File: src/rtl/secseq_pkg.sv
package secseq_pkg;
    // Kind of step the address takes when a sector is reported done
    typedef enum logic [1:0] {
        STEP_NEXT = 2'd0,   // same side, sector + 1
        STEP_SIDE = 2'd1,   // hop to side 1, sector 1
        STEP_STOP = 2'd2    // last sector reached, run ends
    } step_e;
endpackage

File: src/rtl/secseq_bytes.sv
// secseq_bytes: turns a sector size code into a byte count.
// Assumes DTL_W <= CNT_W and that CNT_W can hold 2**(BASE_LOG2+MAX_SIZE).
// Code 0 selects the explicit length; codes above MAX_SIZE saturate.
module secseq_bytes #(
    parameter int SIZE_W    = 3,
    parameter int MAX_SIZE  = 6,
    parameter int BASE_LOG2 = 7,
    parameter int DTL_W     = 8,
    parameter int CNT_W     = BASE_LOG2 + MAX_SIZE + 1
) (
    input  logic [SIZE_W-1:0] size_code,
    input  logic [DTL_W-1:0]  dtl,
    output logic [CNT_W-1:0]  bytes
);
    localparam int SHIFT_W = $clog2(BASE_LOG2 + MAX_SIZE + 1);

    logic [SHIFT_W-1:0] shift_amt;

    // Pick the shift: clamp oversized codes to the largest legal size
    always_comb begin
        if (int'(size_code) > MAX_SIZE)
            shift_amt = SHIFT_W'(BASE_LOG2 + MAX_SIZE);
        else
            shift_amt = SHIFT_W'(BASE_LOG2) + SHIFT_W'(size_code);
    end

    // Final count: explicit length for code 0, power of two otherwise
    always_comb begin
        if (size_code == '0)
            bytes = CNT_W'(dtl);
        else
            bytes = CNT_W'(1) << shift_amt;
    end
endmodule

File: src/rtl/secseq_next.sv
// secseq_next: decides where the address goes after the current sector.
// Assumes sectors are numbered from 1 and that side 1 follows side 0 only
// when side continuation is enabled.
module secseq_next
    import secseq_pkg::*;
#(
    parameter int SEC_W = 8
) (
    input  logic [SEC_W-1:0] sec,
    input  logic             head,
    input  logic [SEC_W-1:0] eot,
    input  logic             mt,
    output step_e            step,
    output logic [SEC_W-1:0] next_sec,
    output logic             next_head
);
    // Classify the step from the end-of-track compare and the side
    always_comb begin
        if (sec != eot)
            step = STEP_NEXT;
        else if (mt && !head)
            step = STEP_SIDE;
        else
            step = STEP_STOP;
    end

    // Produce the following address; a stop still shows sector + 1
    always_comb begin
        if (step == STEP_SIDE) begin
            next_sec  = SEC_W'(1);
            next_head = 1'b1;
        end else begin
            next_sec  = sec + SEC_W'(1);
            next_head = head;
        end
    end
endmodule

File: src/rtl/sector_sequencer.sv
// sector_sequencer: holds the parameters of a multi-sector run and steps
// the sector address on each sector_done_i strobe until the last sector.
// Assumes sector_done_i is a one-cycle strobe from the media logic and that
// start_i is issued only with valid parameters; start while busy is dropped.
module sector_sequencer
    import secseq_pkg::*;
#(
    parameter int CYL_W     = 8,
    parameter int SEC_W     = 8,
    parameter int SIZE_W    = 3,
    parameter int DTL_W     = 8,
    parameter int MAX_SIZE  = 6,
    parameter int BASE_LOG2 = 7,
    parameter int CNT_W     = BASE_LOG2 + MAX_SIZE + 1
) (
    input  logic              clk,
    input  logic              rst_n,
    input  logic              start_i,
    input  logic [CYL_W-1:0]  cyl_i,
    input  logic              head_i,
    input  logic [SEC_W-1:0]  sec_i,
    input  logic [SIZE_W-1:0] size_i,
    input  logic [SEC_W-1:0]  eot_i,
    input  logic [DTL_W-1:0]  dtl_i,
    input  logic              mt_i,
    input  logic              skip_i,
    input  logic              deleted_i,
    input  logic              sector_done_i,
    output logic              busy_o,
    output logic              finish_o,
    output logic [CYL_W-1:0]  cyl_o,
    output logic              head_o,
    output logic [SEC_W-1:0]  sec_o,
    output logic [SIZE_W-1:0] size_o,
    output logic [CNT_W-1:0]  byte_cnt_o,
    output logic              xfer_en_o
);
    logic [CYL_W-1:0]  cyl_q;
    logic              head_q;
    logic [SEC_W-1:0]  sec_q;
    logic [SIZE_W-1:0] size_q;
    logic [SEC_W-1:0]  eot_q;
    logic [DTL_W-1:0]  dtl_q;
    logic              mt_q;
    logic              skip_q;
    logic              busy_q;
    logic              fin_q;

    step_e             step;
    logic [SEC_W-1:0]  nxt_sec;
    logic              nxt_head;

    secseq_next #(.SEC_W(SEC_W)) u_next (
        .sec       (sec_q),
        .head      (head_q),
        .eot       (eot_q),
        .mt        (mt_q),
        .step      (step),
        .next_sec  (nxt_sec),
        .next_head (nxt_head)
    );

    secseq_bytes #(
        .SIZE_W    (SIZE_W),
        .MAX_SIZE  (MAX_SIZE),
        .BASE_LOG2 (BASE_LOG2),
        .DTL_W     (DTL_W),
        .CNT_W     (CNT_W)
    ) u_bytes (
        .size_code (size_q),
        .dtl       (dtl_q),
        .bytes     (byte_cnt_o)
    );

    // Load parameters on start, then step the address on each done strobe
    always_ff @(posedge clk) begin
        if (!rst_n) begin
            cyl_q  <= '0;
            head_q <= 1'b0;
            sec_q  <= '0;
            size_q <= '0;
            eot_q  <= '0;
            dtl_q  <= '0;
            mt_q   <= 1'b0;
            skip_q <= 1'b0;
            busy_q <= 1'b0;
            fin_q  <= 1'b0;
        end else begin
            fin_q <= 1'b0;
            if (!busy_q && start_i) begin
                cyl_q  <= cyl_i;
                head_q <= head_i;
                sec_q  <= sec_i;
                size_q <= size_i;
                eot_q  <= eot_i;
                dtl_q  <= dtl_i;
                mt_q   <= mt_i;
                skip_q <= skip_i;
                busy_q <= 1'b1;
            end else if (busy_q && sector_done_i) begin
                sec_q  <= nxt_sec;
                head_q <= nxt_head;
                if (step == STEP_STOP) begin
                    busy_q <= 1'b0;
                    fin_q  <= 1'b1;
                end
            end
        end
    end

    // Drive outputs from the held state
    always_comb begin
        busy_o    = busy_q;
        finish_o  = fin_q;
        cyl_o     = cyl_q;
        head_o    = head_q;
        sec_o     = sec_q;
        size_o    = size_q;
        xfer_en_o = busy_q && !(skip_q && deleted_i);
    end
endmodule

File: config.mk
export PLATFORM = sky130hd
export DESIGN_NAME = sector_sequencer
export DESIGN_NICKNAME = d
export VERILOG_FILES = /design/src/rtl/secseq_pkg.sv /design/src/rtl/secseq_bytes.sv /design/src/rtl/secseq_next.sv /design/src/rtl/sector_sequencer.sv
export SDC_FILE = /design/constraint.sdc
export NUM_CORES = 1
export LEC_CHECK = 0
export BUFFER_PORTS_ARGS = -buffer_cell sky130_fd_sc_hd__buf_2
export CORE_ASPECT_RATIO = 0.8
export CORE_UTILIZATION = 52
export DETAILED_ROUTE_END_ITERATION = 8
export PLACE_DENSITY = 0.95
export SYNTH_ARGS = -nofsm -noshare
export SYNTH_HDL_FRONTEND = slang
export SYNTH_SLANG_ARGS = --single-unit
File: constraint.sdc
create_clock -name clk -period 3 [get_ports clk]
set_input_delay 0.3 -clock clk [delete_from_list [all_inputs] [get_ports clk]]
set_output_delay 0.3 -clock clk [all_outputs]
set_load 0.02 [all_outputs]
[After elaboration in Yosys (flattened, before gate mapping)]
Cells that the tools add are included.
Word-level totals
  bits in registers: 40
  bits of input ports: 43
  output and inout port bits: 37
  word-level logic and storage cells: 48
Cells by class
  add/sub/neg operators: 2
  order comparisons: 1
  equal/unequal tests: 3
  shifts and indexed selects: 1
  muxes and demuxes: 14
  bitwise logic cells: 2
  reductions and logical operators: 15
Operator list (count)
  $mux 8: 3
  $mux 14: 1
  $shl 1x4->14 const A: 1
  $add 8x1->8 const B: 1
  $ne 8x8->1: 1
  $mux 1: 7
  $reduce_bool 2->1: 3
  $logic_and 1x1->1: 5
  $add 3x3->4 const A: 1
  $mux 2: 2
  $mux 4: 1
  $reduce_and 2->1: 2
  $gt 3x3->1 const B: 1
  $logic_not 1->1: 3
  $logic_not 3->1: 1
  $reduce_or 3->1: 1
  $eq 2x1->1 const B: 1
  $eq 2x2->1 const B: 1
  $not 1->1: 2

[Longest topological paths before layout]
Gate-level depths: netlist of the first run.
  depth after elaboration: 8
  mapped depth: 7

[Modules after synthesis]
A second synthesis of the first run with hierarchy kept.
Second synthesis, totals
  cells, all modules: 259
  area, all modules: 2018.2 sq um
Modules (own cells, without submodules)
  sector_sequencer: instances 1, cells an instance 184, area an instance 1524.0 sq um, seq. area each 800.8 sq um
  secseq_next: instances 1, cells an instance 38, area an instance 264.0 sq um, seq. area each 0.0 sq um
  secseq_bytes: instances 1, cells an instance 37, area an instance 230.2 sq um, seq. area each 0.0 sq um

[Least setup slack after synthesis of the first run]
OpenSTA, ideal clock, no wires.
  path kind: register to output
  start point: register size_q[0], in the netlist size_o[0]
  end point: output port byte_cnt_o[3]
  arrival: 2169 ps
  required time: 2700 ps
  setup slack: 531 ps
  cell stages (with the launch flop): 7
  cells stage by stage: dfxtp_1 -> clkbuf_1 -> inv_1 -> ha_1 -> ha_1 -> nand2_1 -> o41ai_1
On the way
  word-level cells in the longest chain between the ends: 4
Ends and longest elaborated chain
  start, declared: line sector_sequencer.sv:41  | logic [SIZE_W-1:0] size_q;
  start signal, assigned: line sector_sequencer.sv:94  | size_q <= size_i;
  $add 3x3->4 / $gt 3x3->1 (equally long branches): line secseq_bytes.sv:24, secseq_bytes.sv:21
  $mux 4: line secseq_bytes.sv:21  | if (int'(size_code) > MAX_SIZE)
  $shl 1x4->14: line secseq_bytes.sv:32  | bytes = CNT_W'(1) << shift_amt;
  $mux 14 *: line secseq_bytes.sv:29  | if (size_code == '0)
  end, declared: line sector_sequencer.sv:35  | output logic [CNT_W-1:0] byte_cnt_o,
Mark *: on every way between the ends. The rest lies on a longest branch, timed or not.

[Worst setup path in the final report of the first run]
Ends and elaborated chain as after synthesis.

==> results of run 1 <==
critical path, cell delays in order, from the launching register on:
cell and delay [ns]:
dfxtp_1 0.48, inv_1 0.14, ha_1 0.22, ha_1 0.32, nor2_1 0.16, nand2_1 0.13
o41ai_1 0.24, buf_2 0.21
cell usage after synthesis (all sizes together), types with 2 or more instances:
library cell and instances:
a21boi 30, a21oi 4, a22o 6, and2 5, and3 5, buf 7, clkbuf 7, dfxtp 40
ha 4, inv 5, nand2 75, nand2b 2, nand3 8, nand4 2, nor2 2, nor2b 2
nor3 6, nor3b 2, nor4 8, o21ai 5, o31ai 4, xnor2 11, xor2 2
state kept, by name, indices dropped and copies added, names as in the netlist:
register	count
size_o	3
sec_o	8
eot_q	8
dtl_q	8
head_o	1
finish_o	1
mt_q	1
busy_o	1
cyl_o	8
skip_q	1
metrics by stage:
| step | hold WS (ns) | power, W | setup WS (ns) | std cells | utilization |
|---|---|---|---|---|---|
| detailed placement | 0.458 | 0.000872 | 0.813 | 372 | 0.679 |
| global route | 0.237 | 0.00136 | 0.273 | 380 | 0.709 |
| finish | 0.252 | 0.00129 | 0.504 | 380 | 0.709 |
| CTS | 0.247 | 0.00130 | 0.490 | 380 | 0.709 |
| global placement | 0.451 | 0.000863 | 0.917 | 372 | 0.679 |
| floorplan | 0.439 | 0.000787 | 0.531 | 254 | - |
cell families after synthesis:
logic type                 count (synthesis)  synth area share
muxes                                      1           0.00490
adders and majority gates                  4            0.0245
and+or+nand+nor                          120             0.271
AOI/OAI and AO/OA                         56             0.201
DFF                                       40             0.392
xor gates and xnor gates                  13            0.0557
buffers and inverters                     20            0.0514
power by group through the flow:
stage	Combinational (W)	Clock, W	Sequential (W)
after CTS	0.000263	0.000436	0.000597
final	0.000263	0.000427	0.000598
after floorplan	0.000163	0	0.000624
after global placement	0.000255	0	0.000608
after global routing	0.000291	0.000465	0.000602
after detailed placement	0.000262	0	0.000610
final cells by class:
| class | count | share of cell area |
|---|---|---|
| clock buffers | 6 | 0.0285 |
| flip-flops and latches | 40 | 0.315 |
| well taps | 52 | 0.0256 |
| inverters | 5 | 0.00738 |
| multi-input cells | 194 | 0.449 |
| clock inverters | 2 | 0.0138 |
| repair buffers | 81 | 0.161 |
worst max path at each step:
stage	from	to	slack, ns	cells after the start
final	size_o[0]	byte_cnt_o[3]	0.50	7
after global placement	size_o[0]	byte_cnt_o[3]	0.92	7
after global routing	size_o[0]	byte_cnt_o[3]	0.27	7
after floorplan	size_o[0]	byte_cnt_o[3]	0.53	6
after CTS	size_o[0]	byte_cnt_o[3]	0.49	7
after detailed placement	size_o[0]	byte_cnt_o[3]	0.81	7
layer usage:
metal	GRT usage	wire length, um	vias to the layer above
li1	-	-	1021
met1	0.304	2240	926
met2	0.397	2210	80
met3	0.0852	362	4
met4	0.0812	44	0
met5	0	0	-
==> impl_results.md, run 1 <==
* Ys flop type: dfxtp_1
* H-tree lvl count at 2
* Max-cap violations at 0
* Setup_tns at 0 ns
* Crit path arrival time at approximately 2.2 ns
* Die Y at around 58 um
* Cell type with the largest total area after synthesis: dfxtp_1
* Clock transition at path regs at 0.08 ns
* Post-synth EDFFs at 0
* Longest Clk Path Bufs at 2
* R2r setup slk at 1.18 ns
* CTS tree: done
* Largest net degree at the start of global routing at 46
* Antenna Nets Post-Route at 0
* Period utilisation layout at 0.832
* Detailed Route WL at ~4900 um
* Hold Path Origin: eot_i[0]
* Iter 0 DRT Violations at 95
* PostCTS Resize Cnt at 0
* Share of cells above drive strength 1 at 0.280
* Synth async-reset ratio at 0
* Hold path cells at 3
* Internal power at 0.000916 W
* Share of power burned in registers at 0.464
* Peak supply drop at 0.000432 V
* IO buf count at between 70 and 80
* Die Span X at approximately 70 um
* Area growth syn-to-layout at 24.4%
* Switching share of total power at 0.289
* Layout Skew at 0.00739 ns
* Most frequent cells in the layout: 79 x buf_2, 75 x nand2_1, 40 x dfxtp_1, 30 x a21boi_0, 11 x xnor2_1
* FF-to-FF End: dtl_q[5]
* Core area at roughly 3600 sq um
* Pins over their slew limit at 0
* Seq/Total Area, Yosys at 0.392
* Static Leakage at about 1.1 nW
* Top cell type's share of synthesized area at 0.392
* Wirelength per Cell at between 10 and 15 um
* Final Cell Area at about 2500 sq um
* Hold Path Class: in2reg
* Max Freq at 401 MHz
* N_diodes at 0
* Flops & latches, synth at 40
* Worst R2R Start: busy_o
* Worst hold endpoint: eot_q[0]
* CP Capture Type: output pin
* RSZ-0062 raised after global routing: false
* Max-slew headroom at 0.383
* Total grt overflow at 0
* Starting density of the core at 0.570
* Worst Path Max Fanout at 13
* Hold_buf cts at 0
* Via count at between 2000 and 2500
* # setup viols final at 0
* Num CTS Buffers at 5
* Comb power frac at 0.204
* Synth warn at 0
* Mapped Cells at ~250
* GPL Wtd Cong at 0.902
* CP Launch Type: flip-flop
* Dpl cell area at 2440 sq um
* Clock Sinks at 40
* Global-route wire length before repair at 7820 um
* Outcome: completed
* Mean Syn Cell Area at ~8.0 sq um
* Synth top area cells: dfxtp_1 39%, nand2_1 14%, a21boi_0 11%
* Worst Tran Pin Value at between 0.9 and 1 ns
* Final HPWL DP at approximately 3500 um
* Yosys cell types at 42
* Initial antenna violation count at 0
* Critical path type: reg2out
* Syn Std Cell Area at a little over 2000 sq um
* Clock power frac at 0.332
* Nets at ~370
* Synthesized net count at about 300
* Postcts setup bufs at 0
* Via-per-instance ratio at 5.34
* Io pins at 80
* CTS root buf: clkbuf_8
* Seq. cell area at around 800 sq um
* DIE AREA at 4190 sq um
* Psw at around 0.00037 W
* FF-to-FF path depth at 4
* Iteration count of the initial detailed-routing pass at 4
* PwrDens at about 500 nW/um^2
* Final Hold Fails at 0
* Clock Latency Late Sink at 0.29 ns
* FILL cells at approximately 280
* Minimum clock period at about 2.5 ns
* GRT Util Overall at 0.244
* Req. time, crit path at approximately 2.7 ns
* Multi-input logic area at ~1100 sq um
* Remaining DRCs at 0
* Commonest non-fill, non-tap cell in the layout: buf_2
* Core Rows at 19
* Vias in the first global route at 1827
(Power assumes the default switching activity.)
==> inputs of run 2 (changes only) <==
Settings changed: ABC_AREA set to 1, CORE_UTILIZATION 52 to 48, PLACE_DENSITY 0.95 to 0.9.
Clock period 3 ns to 2.6 ns, I/O delays scaled along.
==> run 2 against run 1 <==
Compared with the run above: core utilization is 5.4 points lower; sequential power grew 17%; register-to-register slack about the same; via count increased by 1.0%; sequential cell count did not move; non-clock buffer count shrank 1; hold slack got worse by 0.066 ns; global-route usage fell by 1.5 points; critical path type unchanged.
==> impl_results.md, run 2 <==
* Req. time, crit path at 2.34 ns (-0.36 ns)
* Period utilisation layout at 0.875
* Seq/Total Area, Yosys at 0.397 (+0.00510)
* GPL Wtd Cong at 0.901 (about the same)
* Starting density of the core at 0.517 (-0.0525)
* Worst Tran Pin Value at 0.449 ns (-0.472 ns)
* Flops & latches, synth at 40 (unchanged)
* Post-place setup slack at 0.626 ns (-0.188 ns)
* Worst path slowest cell: or2_2
* Layout Skew at 0.00779 ns (+0.000406 ns)
* Clock Latency Late Sink at 0.29 ns (about the same)
* Via count at 2052 (+1.0%)
* Most frequent cells in the layout: 79 x buf_2, 59 x nor2_1, 42 x o21ai_0, 41 x nand2_1, 40 x dfxtp_1
* Die Span X at 74.5 um (+3.3%)
* Io pins at 80 (unchanged)
* Global-route wire length before repair at 7690 um (-1.8%)
* Pins over their slew limit at 0 (unchanged)
* FILL cells at 367 (+30%)
* Outcome: completed
* Synth warn at 0 (unchanged)
* Syn Std Cell Area at 2020 sq um (-1.3%)
* DIE AREA at 4470 sq um (+6.7%)
* Final HPWL DP at 3340 um (-4.3%)
* Antenna Nets Post-Route at 0 (unchanged)
* CP Launch Type: flip-flop
* Detailed Route WL at 4660 um (-3.9%)
* Clock Sinks at 40 (unchanged)
* PwrDens at 622 nW/um^2 (+23%)
* Area growth syn-to-layout at 26.6%
* Clock transition at path regs at 0.08 ns (about the same)
* RSZ-0062 raised after global routing: false
* Largest net degree at the start of global routing at 42 (-8.7%)
* Synthesized net count at 337 (+12%)
* Setup_tns at 0 ns (unchanged)
* Iter 0 DRT Violations at 130 (+37%)
* Crit-path max cell delay at 0.38 ns (-0.10 ns)
* Via-per-instance ratio at 4.86 (-9.0%)
* Max-slew headroom at 0.700 (+0.317)
* Max Freq at about 440 MHz
* Total grt overflow at 0 (unchanged)
* Fin Hold WS at 0.187 ns (-0.0656 ns)
* Die Y at 60.0 um (+3.3%)
* Peak supply drop at 0.000354 V (-18%)
* N_diodes at 0 (unchanged)
* Postcts setup bufs at 0 (unchanged)
* Core Rows at 20 (+1)
* Most frequent cell after synthesis: nor2_1
* Share of cells above drive strength 1 at 0.289 (+0.00834)
* Mean Syn Cell Area at 6.96 sq um (-14%)
* PnR worst setup slack at 0.324 ns (-0.180 ns)
* Finished Core Util at 0.654 (-0.0541)
* Met1 Wirelength at 2280 um (+1.7%)
* Minimum clock period at 2.28 ns
* Worst path most repeated cell: ha_1
* CP Capture Type: output pin
* Vias in the first global route at 1828 (+0.055%)
* Remaining DRCs at 0 (unchanged)
* Initial antenna violation count at 0 (unchanged)
* Iteration count of the initial detailed-routing pass at 4 (unchanged)
* Synth top area cells: dfxtp_1 40%, nor2_1 11%, o21ai_0 10%
* Crit path arrival time at 2.02 ns (-0.18 ns)
* Yosys cell types at 30 (-29%)
* CTS root buf: clkbuf_8
* PostCTS Resize Cnt at 0 (unchanged)
* Hold_buf cts at 0 (unchanged)
* Post-synth EDFFs at 0 (unchanged)
* Synth async-reset ratio at 0 (unchanged)
* CP cell instances: inv_1, ha_1, ha_1, or2_2, nor3_1, buf_2
* Nets at 413 (+10%)
* IO buf count at 79 (unchanged)
* Hold Path Class: in2reg
* Dpl cell area at 2430 sq um (-0.10%)
* Static Leakage at 1.28 nW (+14%)
* Highest routed layer: met4
* Commonest non-fill, non-tap cell in the layout: buf_2
* Ys flop type: dfxtp_1
* Synth cell count leaders: 59 x nor2_1, 42 x o21ai_0, 41 x nand2_1
* Core area at 3900 sq um (+8.7%)
* Worst Path Max Fanout at 12 (-1)
* GRT Util Overall at 0.229 (-0.0154)
* H-tree lvl count at 2 (unchanged)
* WL met2 at 2040 um (-7.5%)
* Cell type with the largest total area after synthesis: dfxtp_1
* Top cell type's share of synthesized area at 0.397 (+0.00510)
* # setup viols final at 0 (unchanged)
* Wirelength per Cell at 11.0 um (-13%)
* Final Cell Area at 2550 sq um (+0.44%)
* Final Hold Fails at 0 (unchanged)
* CTS tree: done
* Metal3 WL at 319 um (-12%)
* Num CTS Buffers at 5 (unchanged)
* Max-cap violations at 0 (unchanged)
* Mapped Cells at 290 (+14%)
* Longest Clk Path Bufs at 2 (unchanged)
* Critical path type: reg2out
==> run 2: cell types whose count changed in the layout (fill, tap and decap cells not counted), moves of 5 or more <==
cell	change
a21boi_0	-29
a21oi_1	+12
a22o_1	-5
and2_1	-5
inv_1	+27
nand2_1	-34
nor2_1	+57
nor4_1	-8
o21ai_0	+38
xnor2_1	-6
==> run 2: critical path, delay by kind of cell, from the launching register on <==
kind / cells / cell delay (ns)
adders and majority gates: 2 / 0.53
buffers and inverters: 2 / 0.30
and+or+nand+nor: 2 / 0.54
DFF: 1 / 0.36
==> run 2: layout make-up <==
| cell class | instances | area [sq um] | area share |
|---|---|---|---|
| inverters | 37 | 143 | 0.0558 |
| well taps | 55 | 68.8 | 0.0269 |
| repair buffers | 80 | 403 | 0.158 |
| flip-flops and latches | 40 | 801 | 0.313 |
| clock inverters | 2 | 38.8 | 0.0152 |
| multi-input cells | 202 | 1020 | 0.399 |
| clock buffers | 6 | 82.6 | 0.0323 |
==> run 2: power breakdown <==
part	internal (W)	leakage (nW)	total, W	switching (W)
combinational	0.000131	0.888	0.000363	0.000232
clock	0.000314	0.0614	0.000529	0.000215
sequential	0.000661	0.331	0.000697	0.0000367
total	0.00111	1.28	0.00159	0.000484
==> run 2: final timing paths <==
path	startpoint	to	slack (ns)	cells past startpoint
setup / recovery	size_o[0]	byte_cnt_o[13]	0.32	6
hold / removal	eot_i[6]	eot_q[6]	0.19	3
setup reg to reg	busy_o	sec_o[5]	1.17	6
hold reg to reg	head_o	head_o	0.48	2
==> run 2: routing by layer <==
layer  GRT usage  up-vias
li1            -     1074
met1       0.307      908
met2       0.353       66
met3      0.0809        4
met4      0.0539        0
met5           0        -
==> run 2: logic make-up after synthesis <==
kind of cell               share of synthesized area
AOI/OAI and AO/OA                              0.156
xor gates and xnor gates                      0.0260
adders and majority gates                     0.0248
buffers and inverters                         0.0986
DFF                                            0.397
and+or+nand+nor                                0.298
==> run 2: through the flow <==
stage	std cells	power (W)
CTS	422	0.00160
detailed placement	414	0.00107
global route	422	0.00169
global placement	414	0.00106
floorplan	290	0.000962
finish	422	0.00159
